$ cat config.mk
export PLATFORM = sky130hd
export DESIGN_NAME = udp_chan_tagger
export DESIGN_NICKNAME = d
export VERILOG_FILES = /design/src/rtl/udpch_pkg.sv /design/src/rtl/udpch_fifo.sv /design/src/rtl/udpch_match.sv /design/src/rtl/udpch_parse.sv /design/src/rtl/udp_chan_tagger.sv
export SDC_FILE = /design/constraint.sdc
export NUM_CORES = 1
export LEC_CHECK = 0
export ABC_AREA = 1
export ABC_CLOCK_PERIOD_IN_PS = 6300
export BUFFER_PORTS_ARGS = -buffer_cell sky130_fd_sc_hd__buf_4
export CORE_UTILIZATION = 38
export CTS_CLUSTER_SIZE = 20
export DETAILED_ROUTE_END_ITERATION = 7
export PLACE_DENSITY_LB_ADDON = 0.2
export SLEW_MARGIN = 5
export SYNTH_ARGS = -nofsm -noshare
export SYNTH_HDL_FRONTEND = slang
export SYNTH_SLANG_ARGS = --single-unit
$ cat constraint.sdc
create_clock -name clk -period 6.3 [get_ports clk]
set_clock_uncertainty 0.1 [all_clocks]
set_input_delay 1.26 -clock clk [delete_from_list [all_inputs] [get_ports clk]]
set_output_delay 1.26 -clock clk [all_outputs]
set_load 0.1 [all_outputs]
$ cat src/rtl/udpch_pkg.sv
package udpch_pkg;
  localparam int WORD_W   = 32;
  localparam int WBYTES   = WORD_W / 8;
  localparam int EMPTY_W  = $clog2(WBYTES);

  // header byte offsets (20-byte IP header assumed)
  localparam int ETYPE_BYTE = 12;
  localparam int PROTO_BYTE = 23;
  localparam int DPORT_BYTE = 36;

  localparam int ETYPE_BEAT = ETYPE_BYTE / WBYTES;
  localparam int PROTO_BEAT = PROTO_BYTE / WBYTES;
  localparam int DPORT_BEAT = DPORT_BYTE / WBYTES;

  localparam int ETYPE_LSB = WORD_W - 8 * (ETYPE_BYTE % WBYTES) - 16;
  localparam int PROTO_LSB = WORD_W - 8 * (PROTO_BYTE % WBYTES) - 8;
  localparam int DPORT_LSB = WORD_W - 8 * (DPORT_BYTE % WBYTES) - 16;

  localparam logic [15:0] ETYPE_IPV4 = 16'h0800;
  localparam logic [7:0]  PROTO_UDP  = 8'd17;

  typedef struct packed {
    logic               sop;
    logic               eop;
    logic [EMPTY_W-1:0] empty;
    logic [WORD_W-1:0]  data;
  } beat_t;
endpackage

$ cat src/rtl/udpch_fifo.sv
module udpch_fifo #(
  parameter int W     = 8,
  parameter int DEPTH = 16
) (
  input  logic         clk,
  input  logic         rst_n,
  input  logic         wr_en,
  input  logic [W-1:0] wdata,
  input  logic         rd_en,
  output logic [W-1:0] rdata,
  output logic         full,
  output logic         empty
);
  localparam int AW = $clog2(DEPTH);

  logic [W-1:0]  mem [DEPTH];
  logic [AW-1:0] wp, rp;
  logic [AW:0]   cnt;
  logic          wr_ok, rd_ok;

  assign full  = (cnt == (AW+1)'(DEPTH));
  assign empty = (cnt == '0);
  assign wr_ok = wr_en && !full;
  assign rd_ok = rd_en && !empty;
  assign rdata = mem[rp];

  always_ff @(posedge clk) begin
    if (wr_ok) mem[wp] <= wdata;
  end

  always_ff @(posedge clk) begin
    if (!rst_n) begin
      wp  <= '0;
      rp  <= '0;
      cnt <= '0;
    end else begin
      if (wr_ok) wp <= (wp == AW'(DEPTH-1)) ? '0 : wp + 1'b1;
      if (rd_ok) rp <= (rp == AW'(DEPTH-1)) ? '0 : rp + 1'b1;
      cnt <= cnt + {{AW{1'b0}}, wr_ok} - {{AW{1'b0}}, rd_ok};
    end
  end
endmodule

$ cat src/rtl/udpch_match.sv
module udpch_match #(
  parameter int NCH  = 4,
  parameter int CH_W = 3
) (
  input  logic [15:0]       port,
  input  logic [NCH*16-1:0] match_port,
  input  logic [NCH-1:0]    match_en,
  output logic              hit,
  output logic [CH_W-1:0]   hit_ch
);
  logic [NCH-1:0] eq;

  for (genvar g = 0; g < NCH; g++) begin : g_cmp
    assign eq[g] = match_en[g] && (match_port[g*16 +: 16] == port);
  end

  // scan downward so the lowest channel is the last to write
  always_comb begin
    hit    = 1'b0;
    hit_ch = '0;
    for (int i = NCH - 1; i >= 0; i--) begin
      if (eq[i]) begin
        hit    = 1'b1;
        hit_ch = CH_W'(i);
      end
    end
  end
endmodule

$ cat src/rtl/udpch_parse.sv
module udpch_parse
  import udpch_pkg::*;
#(
  parameter int NCH  = 4,
  parameter int CH_W = 3
) (
  input  logic              clk,
  input  logic              rst_n,
  input  logic              acc,
  input  logic              sop,
  input  logic              eop,
  input  logic [15:0]       etype_f,
  input  logic [7:0]        proto_f,
  input  logic [15:0]       dport_f,
  input  logic [NCH*16-1:0] match_port,
  input  logic [NCH-1:0]    match_en,
  output logic              dec_push,
  output logic [CH_W-1:0]   dec_ch
);
  localparam int CNT_W = $clog2(DPORT_BEAT + 2);
  localparam logic [CNT_W-1:0] SAT    = CNT_W'(DPORT_BEAT + 1);
  localparam logic [CH_W-1:0]  DEF_CH = CH_W'(NCH);

  logic [CNT_W-1:0] cnt_q, idx;
  logic             et_q, pr_q, done_q;
  logic             et_now, pr_now, done_now, at_port;
  logic             hit;
  logic [CH_W-1:0]  hit_ch;

  udpch_match #(.NCH(NCH), .CH_W(CH_W)) u_match (
    .port      (dport_f),
    .match_port(match_port),
    .match_en  (match_en),
    .hit       (hit),
    .hit_ch    (hit_ch)
  );

  always_comb begin
    idx      = sop ? '0 : cnt_q;
    done_now = sop ? 1'b0 : done_q;
    et_now   = (idx == CNT_W'(ETYPE_BEAT)) ? (etype_f == ETYPE_IPV4) : et_q;
    pr_now   = (idx == CNT_W'(PROTO_BEAT)) ? (proto_f == PROTO_UDP)  : pr_q;
    at_port  = (idx == CNT_W'(DPORT_BEAT));
    dec_push = acc && !done_now && (at_port || eop);
    dec_ch   = (at_port && et_now && pr_now && hit) ? hit_ch : DEF_CH;
  end

  always_ff @(posedge clk) begin
    if (!rst_n) begin
      cnt_q  <= '0;
      et_q   <= 1'b0;
      pr_q   <= 1'b0;
      done_q <= 1'b0;
    end else if (acc) begin
      cnt_q  <= (idx == SAT) ? SAT : idx + 1'b1;
      et_q   <= et_now;
      pr_q   <= pr_now;
      done_q <= done_now || dec_push;
    end
  end
endmodule

$ cat src/rtl/udp_chan_tagger.sv
module udp_chan_tagger
  import udpch_pkg::*;
#(
  parameter int NCH   = 4,
  parameter int DEPTH = 16
) (
  input  logic                      clk,
  input  logic                      rst_n,
  input  logic                      s_valid,
  output logic                      s_ready,
  input  logic [31:0]               s_data,
  input  logic                      s_sop,
  input  logic                      s_eop,
  input  logic [1:0]                s_empty,
  output logic                      m_valid,
  input  logic                      m_ready,
  output logic [31:0]               m_data,
  output logic                      m_sop,
  output logic                      m_eop,
  output logic [1:0]                m_empty,
  output logic [$clog2(NCH+1)-1:0]  m_channel,
  input  logic [NCH*16-1:0]         match_port,
  input  logic [NCH-1:0]            match_en
);
  localparam int CH_W = $clog2(NCH + 1);
  localparam int BW   = $bits(beat_t);

  beat_t           in_b, out_b;
  logic            acc, fire;
  logic            d_full, d_empty, c_full, c_empty;
  logic            dec_push;
  logic [CH_W-1:0] dec_ch;

  assign in_b    = '{sop: s_sop, eop: s_eop, empty: s_empty, data: s_data};
  assign s_ready = !d_full && !c_full;
  assign acc     = s_valid && s_ready;
  assign m_valid = !d_empty && !c_empty;
  assign fire    = m_valid && m_ready;

  assign m_data  = out_b.data;
  assign m_sop   = out_b.sop;
  assign m_eop   = out_b.eop;
  assign m_empty = out_b.empty;

  udpch_fifo #(.W(BW), .DEPTH(DEPTH)) u_words (
    .clk  (clk),
    .rst_n(rst_n),
    .wr_en(acc),
    .wdata(in_b),
    .rd_en(fire),
    .rdata(out_b),
    .full (d_full),
    .empty(d_empty)
  );

  udpch_fifo #(.W(CH_W), .DEPTH(DEPTH)) u_tags (
    .clk  (clk),
    .rst_n(rst_n),
    .wr_en(dec_push),
    .wdata(dec_ch),
    .rd_en(fire && out_b.eop),
    .rdata(m_channel),
    .full (c_full),
    .empty(c_empty)
  );

  udpch_parse #(.NCH(NCH), .CH_W(CH_W)) u_parse (
    .clk       (clk),
    .rst_n     (rst_n),
    .acc       (acc),
    .sop       (s_sop),
    .eop       (s_eop),
    .etype_f   (s_data[ETYPE_LSB +: 16]),
    .proto_f   (s_data[PROTO_LSB +: 8]),
    .dport_f   (s_data[DPORT_LSB +: 16]),
    .match_port(match_port),
    .match_en  (match_en),
    .dec_push  (dec_push),
    .dec_ch    (dec_ch)
  );
endmodule

# After elaboration in Yosys (flattened, before gate mapping)
# Memories as Yosys holds them, arrays and structs flattened. A register that Yosys moved wholly into a read port is not among the register bits.
# Cells that the tools add are included.
[classes] addsub=9 eq_ne=16 n_mux=26 n_reduce_logical=27
[ops] op="16-bit == test" n=4
[ops] op="4-bit two-way mux" n=10
[ops] op="4-bit == test, second input constant" n=6
[ops] op="4-bit by 1-bit adder with 4-bit output, second input constant" n=5
[ops] op="1-bit logical AND" n=18
[ops] op="16-bit by 12-bit == test with 1-bit output, second input constant" n=1
[ops] op="3-bit two-way mux" n=4
[ops] op="1-bit two-way mux" n=11
[ops] op="5-bit by 1-bit adder with 5-bit output" n=2
[ops] op="5-bit == test, second input constant" n=2
[ops] op="5-bit logical NOT" n=2
[ops] op="5-bit by 1-bit subtractor with 5-bit output" n=2
[ops] op="8-bit by 5-bit == test with 1-bit output, second input constant" n=1
[ops] op="1-bit logical NOT" n=5
[ops] op="4-bit by 2-bit == test with 1-bit output, second input constant" n=1
[ops] op="4-bit by 3-bit == test with 1-bit output, second input constant" n=1
[ops] op="1-bit logical OR" n=2
[ops] op="2-bit two-way mux" n=1
[word_totals] reg_bits=33 ramBits=624 input_bits=108 output_inout_bits=41 wordCells=90 mem_count=2
[mem_list] memory="u_words.mem" words=16 width=36 rd=1 rd_ports_with_merged_regs=1 write_ports=1 line_no="udpch_fifo.sv:16" text="logic [W-1:0] mem [DEPTH];"
[mem_list] memory="u_tags.mem" words=16 width=3 rd=1 rd_ports_with_merged_regs=1 write_ports=1 line_no="udpch_fifo.sv:16"

# Logic depth before layout (Yosys ltp)
# Gate-level depths: netlist (run 1).
[depth] word_depth=9 ltp_mapped=20 ltp_nobuf=18

# Cells and area by module
# Synthesis (run 1) repeated with hierarchy kept, for this count alone.
[hier_totals] cells_unflattened=2919 area_unflattened_um2=29634.7
[modules_own_cells] mod="udpch_fifo (u_words)" instances=1 cells_per_inst=2270 area_each_um2=25026.5 seq_area_each_um2=17636.9
[modules_own_cells] mod="udpch_fifo (u_tags)" instances=1 cells_per_inst=312 area_each_um2=2951.6 seq_area_each_um2=1781.7
[modules_own_cells] mod="udpch_match" instances=1 cells_per_inst=231 area_each_um2=1022.2 seq_area_each_um2=0.0
[modules_own_cells] mod="udpch_parse" instances=1 cells_per_inst=99 area_each_um2=596.8 seq_area_each_um2=140.1
[modules_own_cells] mod="udp_chan_tagger" instances=1 cells_per_inst=7 area_each_um2=37.5 seq_area_each_um2=0.0

# Least setup slack after synthesis (run 1)
# Ideal clock, no wire load.
[synth_timing] path_kind="input to register" from="input s_valid" to="memory u_words.mem[7][0] (netlist bit), enable pin" setup_ps=474 t_arrival_ps=4220 required_ps=5726 setup_slack_ps=1506 stages=5 n_path_buf=1 cell_sequence="inv_1 > nor2_1 > inv_2 > clkbuf_1 > nor3_1"
[synth_via] elab_chain_len=4
[synth_rtl] element="start, declared" line_no="udp_chan_tagger.sv:9" text="input logic s_valid,"
[synth_rtl] element="1-bit logical AND" line_no="udp_chan_tagger.sv:36" text="assign acc = s_valid && s_ready;"
[synth_rtl] element="1-bit logical AND" line_no="udpch_fifo.sv:23" text="assign wr_ok = wr_en && !full;"
[synth_rtl] element="1-bit two-way mux" line_no="udpch_fifo.sv:28" text="if (wr_ok) mem[wp] <= wdata;"
[synth_rtl] element="1-bit two-way mux (implied by the code)" line_no="udpch_fifo.sv:28"
[synth_rtl] element="end, declared" line_no="udpch_fifo.sv:16"
# No other way between the ends.

==> results of run 1 <==
cells by family after synthesis:
logic type	synth area share
multiplexers	0.00436
XOR/XNOR	0.00731
AO/OA/AOI/OAI	0.124
flip-flops	0.710
AND/OR/NAND/NOR	0.101
buffers and inverters	0.0410
adder cells (fa/ha/maj)	0.0128
worst max path at each step:
stage | endpoint | cells past startpoint | slack (ps) | from
3_5_place_dp | u_tags.mem[8][0] | 11 | 1560 | s_sop
3_3_place_gp | u_tags.mem[11][0] | 11 | 1590 | s_sop
5_1_grt | m_data[20] | 7 | 1060 | flip-flop
2_1_floorplan | u_words.mem[7][0] | 5 | 1510 | s_valid
4_1_cts | m_data[22] | 7 | 1240 | flip-flop
6_report | m_data[6] | 7 | 1330 | flip-flop
stage by stage:
stage | std cells | setup WS (ps) | area (µm²) | utilization | total power [mW]
6_report | 3378 | 1330 | 31800 | 0.444 | 13.9
5_1_grt | 3377 | 1060 | 31800 | 0.444 | 14.5
4_1_cts | 3376 | 1240 | 31800 | 0.444 | 14.0
2_1_floorplan | 2238 | 1510 | 27500 | - | 8.85
3_3_place_gp | 3243 | 1590 | 29600 | 0.413 | 9.98
3_5_place_dp | 3243 | 1560 | 29600 | 0.413 | 10.1
Yosys cell counts (2+ instances only):
cell      count
o22ai_1      37
o21ai_1      13
o221ai_1    103
o21ai_0     315
buf_4         5
nor2_4        2
dfxtp_1      41
a21oi_1      38
buf_1         4
nand3_1      77
or2_1         3
inv_1        98
nand3b_1      2
buf_6        12
nor3_1        6
buf_2        31
xnor2_1       4
inv_2        25
edfxtp_1    624
mux2i_1      12
a31oi_1       2
nor2_1      370
or2_2         2
xor2_1       19
fa_1          2
nand4_1       8
clkbuf_1     74
nand2_1     220
a211oi_1      4
o211ai_1     51
ha_1         25
registers in the layout, summed over array words and instances (netlist names), 4 cells and up, named ones only:
register,flops
u_tags.rp,4
u_words.cnt,5
u_parse.cnt_q,4
u_words.rp,4
u_tags.wp,4
u_tags.mem,48
u_words.mem,576
u_tags.cnt,5
u_words.wp,4
final cells by class:
cell class,count,area (µm²),area share
repair buffers,183,1370,0.0432
inverters,125,475,0.0150
multi-input cells,1320,6970,0.219
diodes,2,5.00,0.000157
well taps,950,1190,0.0374
clock inverters,45,283,0.00889
clock buffers,88,1930,0.0606
flip-flops and latches,665,19600,0.616
layer usage:
metal  track usage  up-vias  part of all wire
li1              -     8456                 -
met1         0.270     9036              0.44
met4        0.0646        2             0.026
met3        0.0352      120             0.054
met5             0        -           0.00018
met2         0.323      571              0.48
power breakdown:
part	leakage (nW)	switching, mW	internal (mW)	total (mW)
registers	6.04	0.160	5.07	5.23
clock network	1.07	1.71	2.26	3.97
logic	3.83	3.60	1.10	4.70
cell usage in the layout (no fill, tap or decap), drive strengths merged, types with 4 or more instances in the layout:
cell and count:
xor2 19, o22ai 37, o211ai 51, nor3 6, mux2i 12, or2 5, clkbuf 88, nor2 372
nand4 8, xnor2 4, dfxtp 41, ha 25, clkinvlp 5, edfxtp 624, inv 128, buf 183
nand2 222, o221ai 103, o21ai 328, a211oi 4, clkinv 35, nand3 77, a21oi 38
critical path, cell delays in order (launching register included):
cell and delay (ps):
dfxtp_4 540, buf_4 560, buf_4 710, o21ai_0 230, o221ai_1 270, o211ai_1 140
nand2_1 180, buf_4 310
==> flow_summary.ini, run 1 <==
[timing]
relSlewSlack = 0.141
worst_pin_slew_ps = 1280
min_period_ps = 4970
finalHoldViolCount = 0
slew_violations = 0
finalSetupTns_ps = 0
period_share = 0.789
rsz0062_at_grt = no
worst_hold_slack_ps = 394
setup_viol = 0
max_freq_mhz = 201

[cts]
clock_sinks = 665
path_clk_slew_ps = 60
cts_tree = built
max-clock-path-buffers = 3
hold_buffers = 0
cts_buffers = 72
h-tree-depth = 3
post_cts_resized = 0
worstSkewPairLatency_ps = 590
post_cts_buffers = 0
root_buffer = clkbuf_16

[global_route]
gr-usage-all-layers = 0.199
grt_pass1_vias = 17900
grt_pass1_wl_mm = 111
overflow = 0
grt_start_max_net_pins = 152
antenna_found_initial = 3

[setup_path]
r2r_slack_ps = 1980
cp.arrival_ps = 3610
cp_max_fo = 66
critPathKind = reg -> out
crit_path_end_kind = primary output
r2r-end = u_tags.cnt[4]
cp.required_ps = 4940
start_kind = flip-flop
r2r_cells = 18

[min_path]
min_from = u_parse.cnt_q[0]
hold_class = reg -> reg
hold_end = u_parse.cnt_q[0]
hold_depth = 2

[synthesis]
yosysSeqAreaShare = 0.710
synth_edf_count = 624
async_flop_share = 0
synth_ff_type = edfxtp_1
netlist_instances = 2238
ys_types = 40
synth_top_area_cell = edfxtp_1
ys_ff_latch = 665
synth_warnings = 0
synth_top_area_frac = 0.680
synth_area_leaders = edfxtp_1 (68%), o21ai_0 (5.7%), nor2_1 (5.0%), o221ai_1 (3.3%), nand2_1 (3.0%)
synth_area_per_cell_um2 = 12.3
synthesis.area_mm2 = 0.0275
syn_nets = 2373

[power]
leakage_nw = 10.9
power.density_mw_per_mm2 = 437
peakVddDrop_uv = 545

[final_layout]
fin_nets = 2502
syn_to_final_growth_pct = 15.4
drive_gt1_frac = 0.138
fillers = 6623

[die]
core_mm2 = 0.0716
fp.dieW_um = 271
num_rows = 98
start_util = 0.385
die_h_um = 271
ios = 149
die_area_mm2 = 0.0736

[drt]
wl_mm = 74.2
drc = 0
ant_nets = 0
drt_iter0_drc = 1490
drt_pass1_iterations = 6
num_vias = 18200
wl_per_cell_um = 22.0
vias_per_cell = 5.38

[placed_design]
gp_congestion = 0.860
placement.io_buffers = 148
hpwlAfterDp_mm = 41.3

[flow_run]
cap_violations = 0

[run_status]
status = completed
Power figures use the tool's default switching activity.
==> run 2: changes to the inputs <==
--- a/config.mk
+++ b/config.mk
@@ -6,7 +6,7 @@
 export NUM_CORES = 1
 export LEC_CHECK = 0
 export ABC_AREA = 1
-export ABC_CLOCK_PERIOD_IN_PS = 6300
+export ABC_CLOCK_PERIOD_IN_PS = 4200
 export BUFFER_PORTS_ARGS = -buffer_cell sky130_fd_sc_hd__buf_4
 export CORE_UTILIZATION = 38
 export CTS_CLUSTER_SIZE = 20
==> constraint.sdc (replaced) <==
create_clock -name clk -period 4.2 [get_ports clk]
set_clock_uncertainty 0.1 [all_clocks]
set_input_delay 0.84 -clock clk [delete_from_list [all_inputs] [get_ports clk]]
set_output_delay 0.84 -clock clk [all_outputs]
set_load 0.1 [all_outputs]
==> run 2 against run 1 <==
Compared with the run above: via count hardly changed; register-to-register slack worse by 1200 ps; global-route usage hardly changed; flip-flop and latch count stayed put; non-clock buffer count is 5 higher.
==> flow_summary.ini, run 2 (synthesis gave the netlist of run 1 again) <==
[run_status]
status = completed

[final_layout]
top_register = u_words.mem
syn_to_final_growth_pct = 16.3
final_common_cell = edfxtp_1
fin_nets = 2506
fin_util = 0.447
largest_reg_flops = 576
layout_common_cells = edfxtp_1 (624), nor2_1 (355), o21ai_0 (315)
drive_gt1_frac = 0.140
largestRegisters = u_words.mem: 576 flops, u_tags.mem: 48 flops
fillers = 6577

[cts]
post_cts_resized = 0
h-tree-depth = 3
root_buffer = clkbuf_16
cts_tree = built
worstSkewPairLatency_ps = 610
cts_buffers = 71
post_cts_buffers = 0
path_clk_slew_ps = 60
clock_sinks = 665
max-clock-path-buffers = 3
hold_buffers = 0

[global_route]
antenna_found_initial = 3
overflow = 0
grt_pass1_wl_mm = 111
grt_start_max_net_pins = 195
gr-usage-all-layers = 0.199
grt_pass1_vias = 18100

[die]
fp.dieW_um = 271
ios = 149
start_util = 0.385
die_h_um = 271
core_mm2 = 0.0716
die_area_mm2 = 0.0736
num_rows = 98

[power]
leakage_nw = 11.0
power.density_mw_per_mm2 = 656
p_seq_frac = 0.371
power_frac_clock = 0.287
p_sw_frac = 0.394
combPwrFrac = 0.342
switchingPower_mw = 8.27
intPower_mw = 12.7
peakVddDrop_uv = 546

[timing]
setup_viol = 0
max_freq_mhz = 253
worst_pin_slew_ps = 1060
finalHoldViolCount = 0
period_share = 0.941
finalSetupTns_ps = 0
relSlewSlack = 0.290
rsz0062_at_grt = no
min_period_ps = 3950
slew_violations = 0

[setup_path]
cp.arrival_ps = 3010
critPathKind = reg -> out
cp_slowest_cell = buf_4
path_common_cell = buf_4
path_cells = clkinv_2 -> buf_4 -> o21ai_0 -> o221ai_1 -> nand3_1 -> nand2_1 -> buf_4
crit_family = buffers and inverters
path_buf_inv = 3
critPathMaxStageDelay_ps = 600
start_kind = flip-flop
crit_path_end_kind = primary output
cp_max_fo = 63
cp.required_ps = 3260

[placed_design]
placement.io_buffers = 148
hpwlAfterDp_mm = 40.8
gp_congestion = 0.849

[drt]
drc = 0
ant_nets = 0
num_vias = 18200
wl_per_cell_um = 21.9
drt_pass1_iterations = 7
drt_iter0_drc = 1619
wl_mm = 73.9
vias_per_cell = 5.38

[min_path]
hold_class = reg -> reg

[flow_run]
cap_violations = 0
-- run 2: cell count changes in the layout (fill, tap and decap cells not counted), moves of 6 or more --
| cell | previous run | this run |
|---|---|---|
| buf_4 | 183 | 173 |
| buf_12 | 0 | 15 |
| clkbuf_1 | 13 | 19 |
| clkinv_1 | 22 | 12 |
-- run 2: path summary, 6_finish.rpt --
| check | start | endpoint | slack [ps] | cells after the start |
|---|---|---|---|---|
| worst min-delay path | u_parse.cnt_q[2] | u_parse.cnt_q[2] | 380 | 2 |
| worst min register to register | u_parse.cnt_q[2] | u_parse.cnt_q[2] | 380 | 2 |
| worst max-delay path | flip-flop | m_empty[0] | 250 | 7 |
| worst max register to register | flip-flop | u_tags.cnt[4] | 740 | 17 |
-- run 2: routing by layer --
layer	routed length [µm]	global-route usage	up-vias	share of wire
met2	35500	0.326	571	0.48
met4	1490	0.0640	2	0.020
li1	-	-	8457	-
met3	4340	0.0303	92	0.059
met5	13	0	-	0.00018
met1	32600	0.270	9065	0.44
-- run 2: power groups by stage --
stage,sequential (mW),clock (mW),combinational (mW)
2_1_floorplan,7.83,0,5.45
3_3_place_gp,7.92,0,7.15
3_5_place_dp,7.93,0,7.25
4_1_cts,7.80,6.17,7.26
5_1_grt,7.83,6.41,7.76
6_report,7.80,6.03,7.19
-- run 2: stage by stage --
stage / setup WS, ps / instances / cell area, µm² / hold WS, ps / power, mW
after global placement: 400 / 3248 / 29800 / 377 / 15.1
after global routing: 98.9 / 3379 / 32000 / 414 / 22.0
after detailed placement: 329 / 3248 / 29800 / 373 / 15.2
final: 250 / 3379 / 32000 / 382 / 21.0
after floorplan: 794 / 2238 / 27500 / 352 / 13.3
after CTS: 208 / 3377 / 32000 / 386 / 21.2
-- run 2: worst min-delay path: stages, from the launching register on --
cell and delay (ps):
dfxtp_1 310, inv_2 70, a211oi_1 60
-- run 2: layout make-up --
type	count	area [µm²]	area share
Clock inverter	37	335	0.0105
Timing Repair Buffer	188	1600	0.0499
Multi-Input combinational cell	1320	6980	0.218
Sequential cell	665	19600	0.611
Clock buffer	92	1890	0.0589
Antenna cell	2	5.00	0.000156
Inverter	125	475	0.0148
Tap cell	950	1190	0.0371
